$ cat src/rtl/sar_ctrl_pkg.sv
package sar_ctrl_pkg;

    typedef enum logic [2:0] {
        PH_IDLE     = 3'd0,
        PH_SAMPLE   = 3'd1,
        PH_DECOUPLE = 3'd2,
        PH_MSB      = 3'd3,
        PH_TRIAL    = 3'd4
    } phase_e;

    typedef struct packed {
        logic sample;
        logic midhold;
        logic ref_en;
    } ana_ctl_t;

    localparam int SERVO_SAMPLE_CYC = 1;

    function automatic int cnt_width(input int samp_cyc, input int nbits);
        int m;
        m = (samp_cyc > nbits) ? samp_cyc : nbits;
        return $clog2(m + 1);
    endfunction

endpackage

$ cat src/rtl/sar_phase_seq.sv
module sar_phase_seq
    import sar_ctrl_pkg::*;
#(
    parameter int NBITS      = 8,
    parameter int SAMPLE_CYC = 8,
    parameter int CW         = cnt_width(SAMPLE_CYC, NBITS)
) (
    input  logic          clk,
    input  logic          rst,
    input  logic          start_i,
    input  logic          servo_mode_i,
    output phase_e        phase_o,
    output logic          servo_q_o,
    output logic [CW-1:0] idx_o,
    output logic          start_acc_o,
    output logic          trial_last_o
);

    phase_e        phase_q;
    logic          servo_q;
    logic [CW-1:0] cnt_q;
    logic [CW-1:0] samp_last;

    assign samp_last    = servo_q ? CW'(SERVO_SAMPLE_CYC - 1) : CW'(SAMPLE_CYC - 1);
    assign start_acc_o  = (phase_q == PH_IDLE) && start_i;
    assign trial_last_o = (phase_q == PH_TRIAL) && (cnt_q == '0);
    assign phase_o      = phase_q;
    assign servo_q_o    = servo_q;
    assign idx_o        = cnt_q;

    always_ff @(posedge clk) begin
        if (rst) begin
            phase_q <= PH_IDLE;
            servo_q <= 1'b0;
            cnt_q   <= '0;
        end else begin
            unique case (phase_q)
                PH_IDLE: begin
                    if (start_i) begin
                        phase_q <= PH_SAMPLE;
                        servo_q <= servo_mode_i;
                        cnt_q   <= '0;
                    end
                end
                PH_SAMPLE: begin
                    if (cnt_q == samp_last) begin
                        phase_q <= PH_DECOUPLE;
                        cnt_q   <= '0;
                    end else begin
                        cnt_q <= cnt_q + 1'b1;
                    end
                end
                PH_DECOUPLE: phase_q <= PH_MSB;
                PH_MSB: begin
                    phase_q <= PH_TRIAL;
                    cnt_q   <= servo_q ? '0 : CW'(NBITS - 1);
                end
                PH_TRIAL: begin
                    if (cnt_q == '0) phase_q <= PH_IDLE;
                    else             cnt_q   <= cnt_q - 1'b1;
                end
                default: phase_q <= PH_IDLE;
            endcase
        end
    end

endmodule

$ cat src/rtl/sar_code_reg.sv
module sar_code_reg
    import sar_ctrl_pkg::*;
#(
    parameter int NBITS = 8,
    parameter int CW    = 4
) (
    input  logic             clk,
    input  logic             rst,
    input  phase_e           phase_i,
    input  logic             servo_q_i,
    input  logic [CW-1:0]    idx_i,
    input  logic             start_acc_i,
    input  logic             trial_last_i,
    input  logic [NBITS-1:0] target_i,
    input  logic             cmp_i,
    output logic [NBITS-1:0] code_o,
    output logic [NBITS-1:0] result_o,
    output logic             servo_pass_o,
    output logic             done_o
);

    logic [NBITS-1:0] code_q;
    logic [NBITS-1:0] code_nx;

    // Resolve the bit under test and arm the one below it.
    always_comb begin
        code_nx = code_q;
        for (int k = 0; k < NBITS; k++) begin
            if (k == int'(idx_i))           code_nx[k] = cmp_i;
            else if (k + 1 == int'(idx_i))  code_nx[k] = 1'b1;
        end
    end

    always_ff @(posedge clk) begin
        if (rst) begin
            code_q       <= '0;
            result_o     <= '0;
            servo_pass_o <= 1'b0;
            done_o       <= 1'b0;
        end else begin
            done_o <= 1'b0;
            if (start_acc_i) begin
                code_q <= target_i;
            end else if (phase_i == PH_DECOUPLE && !servo_q_i) begin
                code_q <= {1'b1, {(NBITS-1){1'b0}}};
            end else if (phase_i == PH_TRIAL && !servo_q_i) begin
                code_q <= code_nx;
            end
            if (trial_last_i) begin
                done_o <= 1'b1;
                if (servo_q_i) servo_pass_o <= cmp_i;
                else           result_o     <= code_nx;
            end
        end
    end

    assign code_o = code_q;

endmodule

$ cat src/rtl/sar_switch_drv.sv
module sar_switch_drv
    import sar_ctrl_pkg::*;
#(
    parameter int NBITS = 8
) (
    input  phase_e           phase_i,
    input  logic [NBITS-1:0] code_i,
    output ana_ctl_t         ctl_o,
    output logic [NBITS-1:0] sw_o
);

    always_comb begin
        ctl_o = '0;
        sw_o  = '0;
        unique case (phase_i)
            PH_SAMPLE: begin
                ctl_o.sample  = 1'b1;
                ctl_o.midhold = 1'b1;
            end
            PH_MSB: sw_o[NBITS-1] = code_i[NBITS-1];
            PH_TRIAL: begin
                ctl_o.ref_en = 1'b1;
                sw_o         = code_i;
            end
            default: ;
        endcase
    end

endmodule

$ cat src/rtl/sar_servo_ctrl.sv
module sar_servo_ctrl
    import sar_ctrl_pkg::*;
#(
    parameter int NBITS      = 8,
    parameter int SAMPLE_CYC = 8
) (
    input  logic             clk,
    input  logic             rst,
    input  logic             start_i,
    input  logic             servo_mode_i,
    input  logic [NBITS-1:0] target_i,
    input  logic             cmp_i,
    output logic             sample_o,
    output logic             midhold_o,
    output logic             ref_en_o,
    output logic [NBITS-1:0] sw_o,
    output logic             done_o,
    output logic [NBITS-1:0] result_o,
    output logic             servo_pass_o
);

    localparam int CW = cnt_width(SAMPLE_CYC, NBITS);

    phase_e           phase;
    logic             servo_q;
    logic [CW-1:0]    idx;
    logic             start_acc;
    logic             trial_last;
    logic [NBITS-1:0] code;
    ana_ctl_t         ctl;

    sar_phase_seq #(.NBITS(NBITS), .SAMPLE_CYC(SAMPLE_CYC), .CW(CW)) seq_i (
        .clk          (clk),
        .rst          (rst),
        .start_i      (start_i),
        .servo_mode_i (servo_mode_i),
        .phase_o      (phase),
        .servo_q_o    (servo_q),
        .idx_o        (idx),
        .start_acc_o  (start_acc),
        .trial_last_o (trial_last)
    );

    sar_code_reg #(.NBITS(NBITS), .CW(CW)) code_i (
        .clk          (clk),
        .rst          (rst),
        .phase_i      (phase),
        .servo_q_i    (servo_q),
        .idx_i        (idx),
        .start_acc_i  (start_acc),
        .trial_last_i (trial_last),
        .target_i     (target_i),
        .cmp_i        (cmp_i),
        .code_o       (code),
        .result_o     (result_o),
        .servo_pass_o (servo_pass_o),
        .done_o       (done_o)
    );

    sar_switch_drv #(.NBITS(NBITS)) drv_i (
        .phase_i (phase),
        .code_i  (code),
        .ctl_o   (ctl),
        .sw_o    (sw_o)
    );

    assign sample_o  = ctl.sample;
    assign midhold_o = ctl.midhold;
    assign ref_en_o  = ctl.ref_en;

endmodule

$ cat config.mk
export PLATFORM = sky130hd
export DESIGN_NAME = sar_servo_ctrl
export DESIGN_NICKNAME = d
export VERILOG_FILES = /design/src/rtl/sar_ctrl_pkg.sv /design/src/rtl/sar_phase_seq.sv /design/src/rtl/sar_code_reg.sv /design/src/rtl/sar_switch_drv.sv /design/src/rtl/sar_servo_ctrl.sv
export SDC_FILE = /design/constraint.sdc
export NUM_CORES = 1
export LEC_CHECK = 0
export CORE_MARGIN = 3
export CORE_UTILIZATION = 51
export CTS_CLUSTER_DIAMETER = 60
export DETAILED_ROUTE_END_ITERATION = 6
export PLACE_DENSITY = 0.8
export SLEW_MARGIN = 20
export SYNTH_ARGS = -nofsm -noshare
export SYNTH_HDL_FRONTEND = slang
export SYNTH_SLANG_ARGS = --single-unit
$ cat constraint.sdc
create_clock -name clk -period 2.1 [get_ports clk]
set_input_delay 0.42 -clock clk [delete_from_list [all_inputs] [get_ports clk]]
set_output_delay 0.42 -clock clk [all_outputs]
set_load 0.03 [all_outputs]
After elaboration in Yosys (flattened, before gate mapping)
Index checks and enable logic that the tools add are counted.
Widths: inputs -> output; s select.
{"block": "totals", "regBits": 26, "output_inout_bits": 21}
{"block": "op_classes", "add_sub_neg": 2, "eq_ne": 17, "mux": 33, "bitwise": 1, "n_reduce_logical": 16}
{"cell": "$mux 8", "n": 3}
{"cell": "$eq 4x4->1 const A", "n": 5}
{"cell": "$mux 1", "n": 19}
{"cell": "$pmux 4 s4", "n": 1}
{"cell": "$pmux 3 s5", "n": 1}
{"cell": "$mux 3", "n": 4}
{"cell": "$mux 4", "n": 3}
{"cell": "$eq 3x4->1 const A", "n": 2}
{"cell": "$logic_not 4->1", "n": 2}
{"cell": "$ne 2x2->1 const B", "n": 4}
{"cell": "$mux 7", "n": 1}
{"cell": "$eq 3x2->1 const B", "n": 2}
{"cell": "$reduce_and 2->1", "n": 3}
{"cell": "$reduce_and 3->1", "n": 2}
{"cell": "$add 4x1->4 const B", "n": 1}
{"cell": "$eq 2x4->1 const A", "n": 1}
{"cell": "$eq 4x3->1", "n": 1}
{"cell": "$logic_and 1x1->1", "n": 4}
{"cell": "$reduce_bool 4->1", "n": 1}
{"cell": "$sub 4x1->4 const B", "n": 1}
{"cell": "$eq 3x1->1 const B", "n": 1}
{"cell": "$eq 3x3->1 const B", "n": 1}
{"cell": "$logic_not 3->1", "n": 1}
{"cell": "$reduce_bool 3->1", "n": 1}
{"cell": "4 further kinds", "n": 4}

Logic depth before layout (Yosys ltp)
Gate-level depths: netlist of run 1.
{"block": "depth", "ltp_word": 6, "mapped_depth": 8}

Cells and area by module
From an unflattened synthesis of run 1, not the netlist that was laid out.
{"block": "hier_totals", "hier_cells": 198, "hier_area_um2": 1720.4}
{"module": "sar_code_reg", "n_inst": 1, "cells_each": 115, "area_each_um2": 1031.0, "seq_area_each_um2": 360.3}
{"module": "sar_phase_seq", "n_inst": 1, "cells_each": 71, "area_each_um2": 594.3, "seq_area_each_um2": 160.2}
{"module": "sar_switch_drv", "n_inst": 1, "cells_each": 12, "area_each_um2": 95.1, "seq_area_each_um2": 0.0}

Worst setup path before layout of run 1
OpenSTA, ideal clock, no wires.
{"block": "synth_timing", "path_kind": "register to register", "startpoint": "register seq_i.cnt_q[0] (netlist: seq_i.idx_o[0])", "endpoint": "register code_i.code_q[0] (netlist: code_i.code_o[0])", "setup_ps": 122, "t_arrival_ps": 1839, "t_required_ps": 1978, "setup_slack_ps": 139, "path_stages_with_launch": 9, "path_buffers": 2, "period_less_slack_ps": 1961, "cell_sequence": "dfxtp_1 inv_1 ha_1 or3b_1 buf_2 or3_1 buf_6 o221ai_2 a21oi_1"}
{"block": "synth_between", "elab_chain_cells": 6}
{"item": "start: declaration", "line_no": "sar_phase_seq.sv:21", "rtl": "logic [CW-1:0] cnt_q;"}
{"item": "start signal: assignment", "line_no": "sar_phase_seq.sv:50", "rtl": "cnt_q <= cnt_q + 1'b1;"}
{"item": "start signal: assignment", "line_no": "sar_phase_seq.sv:56", "rtl": "cnt_q <= servo_q ? '0 : CW'(NBITS - 1);"}
{"item": "start signal: assignment", "line_no": "sar_phase_seq.sv:60", "rtl": "else cnt_q <= cnt_q - 1'b1;"}
{"item": "$eq 2x4->1", "line_no": "sar_code_reg.sv:30", "rtl": "else if (k + 1 == int'(idx_i)) code_nx[k] = 1'b1;"}
{"item": "$mux 1", "line_no": "sar_code_reg.sv:30"}
{"item": "$mux 1 *", "line_no": "sar_code_reg.sv:29", "rtl": "if (k == int'(idx_i)) code_nx[k] = cmp_i;"}
{"item": "$mux 8 *", "line_no": "sar_code_reg.sv:46", "rtl": "end else if (phase_i == PH_TRIAL && !servo_q_i) begin"}
{"item": "$mux 8 *", "line_no": "sar_code_reg.sv:44", "rtl": "end else if (phase_i == PH_DECOUPLE && !servo_q_i) begin"}
{"item": "$mux 8 *", "line_no": "sar_code_reg.sv:42", "rtl": "if (start_acc_i) begin"}
{"item": "end signal: assignment", "line_no": "sar_code_reg.sv:43", "rtl": "code_q <= target_i;"}
{"item": "end signal: assignment", "line_no": "sar_code_reg.sv:45", "rtl": "code_q <= {1'b1, {(NBITS-1){1'b0}}};"}
{"item": "end signal: assignment", "line_no": "sar_code_reg.sv:47", "rtl": "code_q <= code_nx;"}
{"item": "end: declaration", "line_no": "sar_code_reg.sv:22", "rtl": "logic [NBITS-1:0] code_q;"}
Mark *: on every way between the ends. The rest lies on a longest branch, timed or not. The select of a mux whose other input is x is not followed.
A chain may end at the register's enable or synchronous reset.

Worst setup path in the final report of run 1
{"block": "layout_timing", "startpoint": "register seq_i.phase_q[0] (netlist: seq_i.phase_o[0])", "endpoint": "output port sw_o[0]"}
{"block": "layout_between", "elab_chain_cells": 2}
{"item": "start: declaration", "line_no": "sar_phase_seq.sv:19", "rtl": "phase_e phase_q;"}
{"item": "start signal: assignment", "line_no": "sar_phase_seq.sv:33", "rtl": "phase_q <= PH_IDLE;"}
{"item": "start signal: assignment", "line_no": "sar_phase_seq.sv:40", "rtl": "phase_q <= PH_SAMPLE;"}
{"item": "start signal: assignment", "line_no": "sar_phase_seq.sv:47", "rtl": "phase_q <= PH_DECOUPLE;"}
{"item": "$eq 3x3->1", "line_no": "sar_switch_drv.sv:15", "rtl": "unique case (phase_i)"}
{"item": "$mux 7", "line_no": "sar_switch_drv.sv:15"}
{"item": "end: declaration", "line_no": "sar_servo_ctrl.sv:16", "rtl": "output logic [NBITS-1:0] sw_o,"}
Every way passes these cells.

==> run summary, run 1 <==
status - completed
worst min path class - flip-flop to flip-flop
via/cell ratio - 5.927
Crit Path Max Fanout - 11
Synth warnings - 0
Total GRT Usage - 24.86%
number of synthesized flops with an enable pin - 0
first-pass GRT wire length - 7914 um
Layout Skew - 9.513 ps
core area - 2900 um2
most frequent cells in the layout - buf_4 (30), dfxtp_1 (26), clkdlybuf4s50_1 (22), nand2_1 (19), a21oi_1 (17)
commonest non-fill, non-tap cell in the layout - buf_4
initial antenna violation count - 0
CP Capture Type - output port
Filler cells - 246
Post-DRT Antenna Nets - 0
Final Hold Viols - 0
CP startpoint kind - flip-flop
multi-input logic area - 998.5 um2
Area contributors post-synth - dfxtp_1 (32%), a21oi_1 (5.2%), nand2_1 (4.4%)
largest net degree at the start of global routing - 16
clk buf depth - 2
Yosys cell types - 51
Mapped Nets - 222
Skew-Pair Late Insertion Delay - 340 ps
#FFs+latches synth - 26
DP Worst Slack - 84.10 ps
DRC - 0
xor/xnor share of the synthesized area - 0.5389%
Synth Area in Compound Gates - 26.25%
post-route cell area - 2107 um2
critical path cell sequence - or3b_1 -> inv_2 -> and2_1 -> buf_4
delay-heaviest family, CP - simple AND/OR/NAND/NOR gates
CP max stage delay - 410 ps
# diodes - 0
fin nets - 265
grt total ovfl - 0
peak supply drop - 0.3301 mV
crit path kind - flip-flop to output port
CTS buffer count - 3
TritonCTS clock tree - yes
ys async rst share - 0%
# clock sinks - 26
Design Power - 1.118 mW
cts hold-fix bufs - 0
DIE HEIGHT - 62.45 um
CTS root buffer - clkbuf_4
post-synthesis mux area share - 1.309%
post-synthesis adder-cell area fraction - 3.849%
Layout area overhead - 29.64%
vias in the first global route - 1640
Final period util - 97.26%
minimum clock period - 2042 ps
slowest stage cell, crit path - or3b_1
post-synthesis sequential area ratio - 32.02%
Final Max Tran Viols - 0
max-capacitance violation count - 0
Final WS setup - 57.61 ps
total negative slack - 0 ps
Max Freq - 489.6 MHz
DP HPWL - 3399 um
RSZ-0062 raised after global routing - true
share of cells above drive strength 1 - 17.89%
PD cells - 530.5 nW/um2
Worst slew margin - 74.53%
final wirelength - 4710 um
Hold WS - 465.1 ps
Slew @ Worst Pin - 372.4 ps
Syn Area/Cell - 7.967 um2
CP bufs+invs - 2
Post-Syn Instances - 204
placer congestion estimate - 0.9434
Via Count - 1707
dominant synthesized flop cell - dfxtp_1
clk slew on worst S/H paths - 160 ps
leakage - 0.8438 nW
combinational family with the most area after synthesis - simple AND/OR/NAND/NOR gates
cell area after synthesis - 1625 um2
total die area - 3900 um2
# rows - 19
# H-tree levels - 1
DR iter-0 viols - 87
Die Wd - 62.45 um
Synth area leader - dfxtp_1
first-pass iteration count of the detailed router - 4
Critical Path AT - 1620 ps
Post-DP Area - 2049 um2
Top Ports - 34
data required time at the worst endpoint - 1680 ps
routed wire length per instance - 16.35 um
Setup Viol. Count Final - 0
Starting Density - 56.04%
top-area cell type share of the netlist area - 32.02%
Port Buffers - 33
Post-Synth Simple-Gate Area - 29.18%
Reg area - 520.5 um2
## path summary, 6_finish.rpt
check                           cells past startpoint                  to               start  slack, ps
worst max-delay path                                4             sw_o[0]    seq_i.phase_o[0]         60
worst min-delay path                                2  code_i.result_o[3]  code_i.result_o[3]        470
worst max register to register                      6      seq_i.idx_o[2]      seq_i.idx_o[1]        110
worst min register to register                      2  code_i.result_o[3]  code_i.result_o[3]        470
## through the flow
stage | utilization [%] | std cells
detailed placement | 70.66 | 284
CTS | 72.48 | 288
global route | 72.65 | 288
finish | 72.65 | 288
global placement | 70.66 | 284
floorplan | - | 204
## metal layers
layer,global-route usage [%],routed length (um),vias to the layer above,part of all wire (%)
li1,-,-,809,-
met1,32.41,1971,800,42
met2,42.74,2276,86,48
met3,3.417,364,12,7.7
met4,6.887,97,0,2.1
met5,0,0,-,0
## flip-flops by register name, summed over array words and instances, names as in the netlist
name and cells:
seq_i.phase_o 3, code_i.done_o 1, seq_i.servo_q_o 1, code_i.servo_pass_o 1, code_i.result_o 8, seq_i.idx_o 4, code_i.code_o 8
## report_power, final
part | total (mW) | internal, mW | switching, mW
Clock | 0.359 | 0.193 | 0.166
Combinational | 0.231 | 0.106 | 0.125
Sequential | 0.528 | 0.515 | 0.0133
## cell families (layout without fill, tap and decap cells)
family,Yosys count,in the layout
XOR/XNOR,1,1
adder cells (fa/ha/maj),5,5
flip-flops,26,26
multiplexers,2,2
buffers and inverters,24,66
AO/OA/AOI/OAI,59,59
AND/OR/NAND/NOR,87,87
## repair_timing
action / 4_1_cts / 5_1_grt
gates resized for setup: 1 / 1
setup buffers: 0 / 0
setup endpoints to repair: 7 / 3
## Yosys cell counts (all sizes together) (5+ instances only)
master   n
ha       5
nand2b   9
buf     10
dfxtp   26
inv     10
nand2   19
nor2    15
nand3    8
nor3     9
o21bai   6
a32oi    6
o21ai    7
and2     9
a21oi   17
## final cells by class
class | instances | share of cell area (%)
multi-input combinational | 154 | 47.39
sequential | 26 | 24.70
timing repair buffer | 52 | 21.14
tap | 42 | 2.494
inverter | 10 | 1.781
clock inverter | 1 | 1.425
clock buffer | 3 | 1.069
## worst min-delay path, cell delays in order (launching register included)
cell     delay [ps]
dfxtp_1         340
nand2_1          50
a21oi_1          50
No activity file was read; power rests on OpenSTA's default activity.
==> run 2: changes to the inputs <==
Settings changed: ABC_CLOCK_PERIOD_IN_PS from default to 2100.
==> results of run 2 <==
The final DEF is identical to that of run 1; final timing and power are the same.
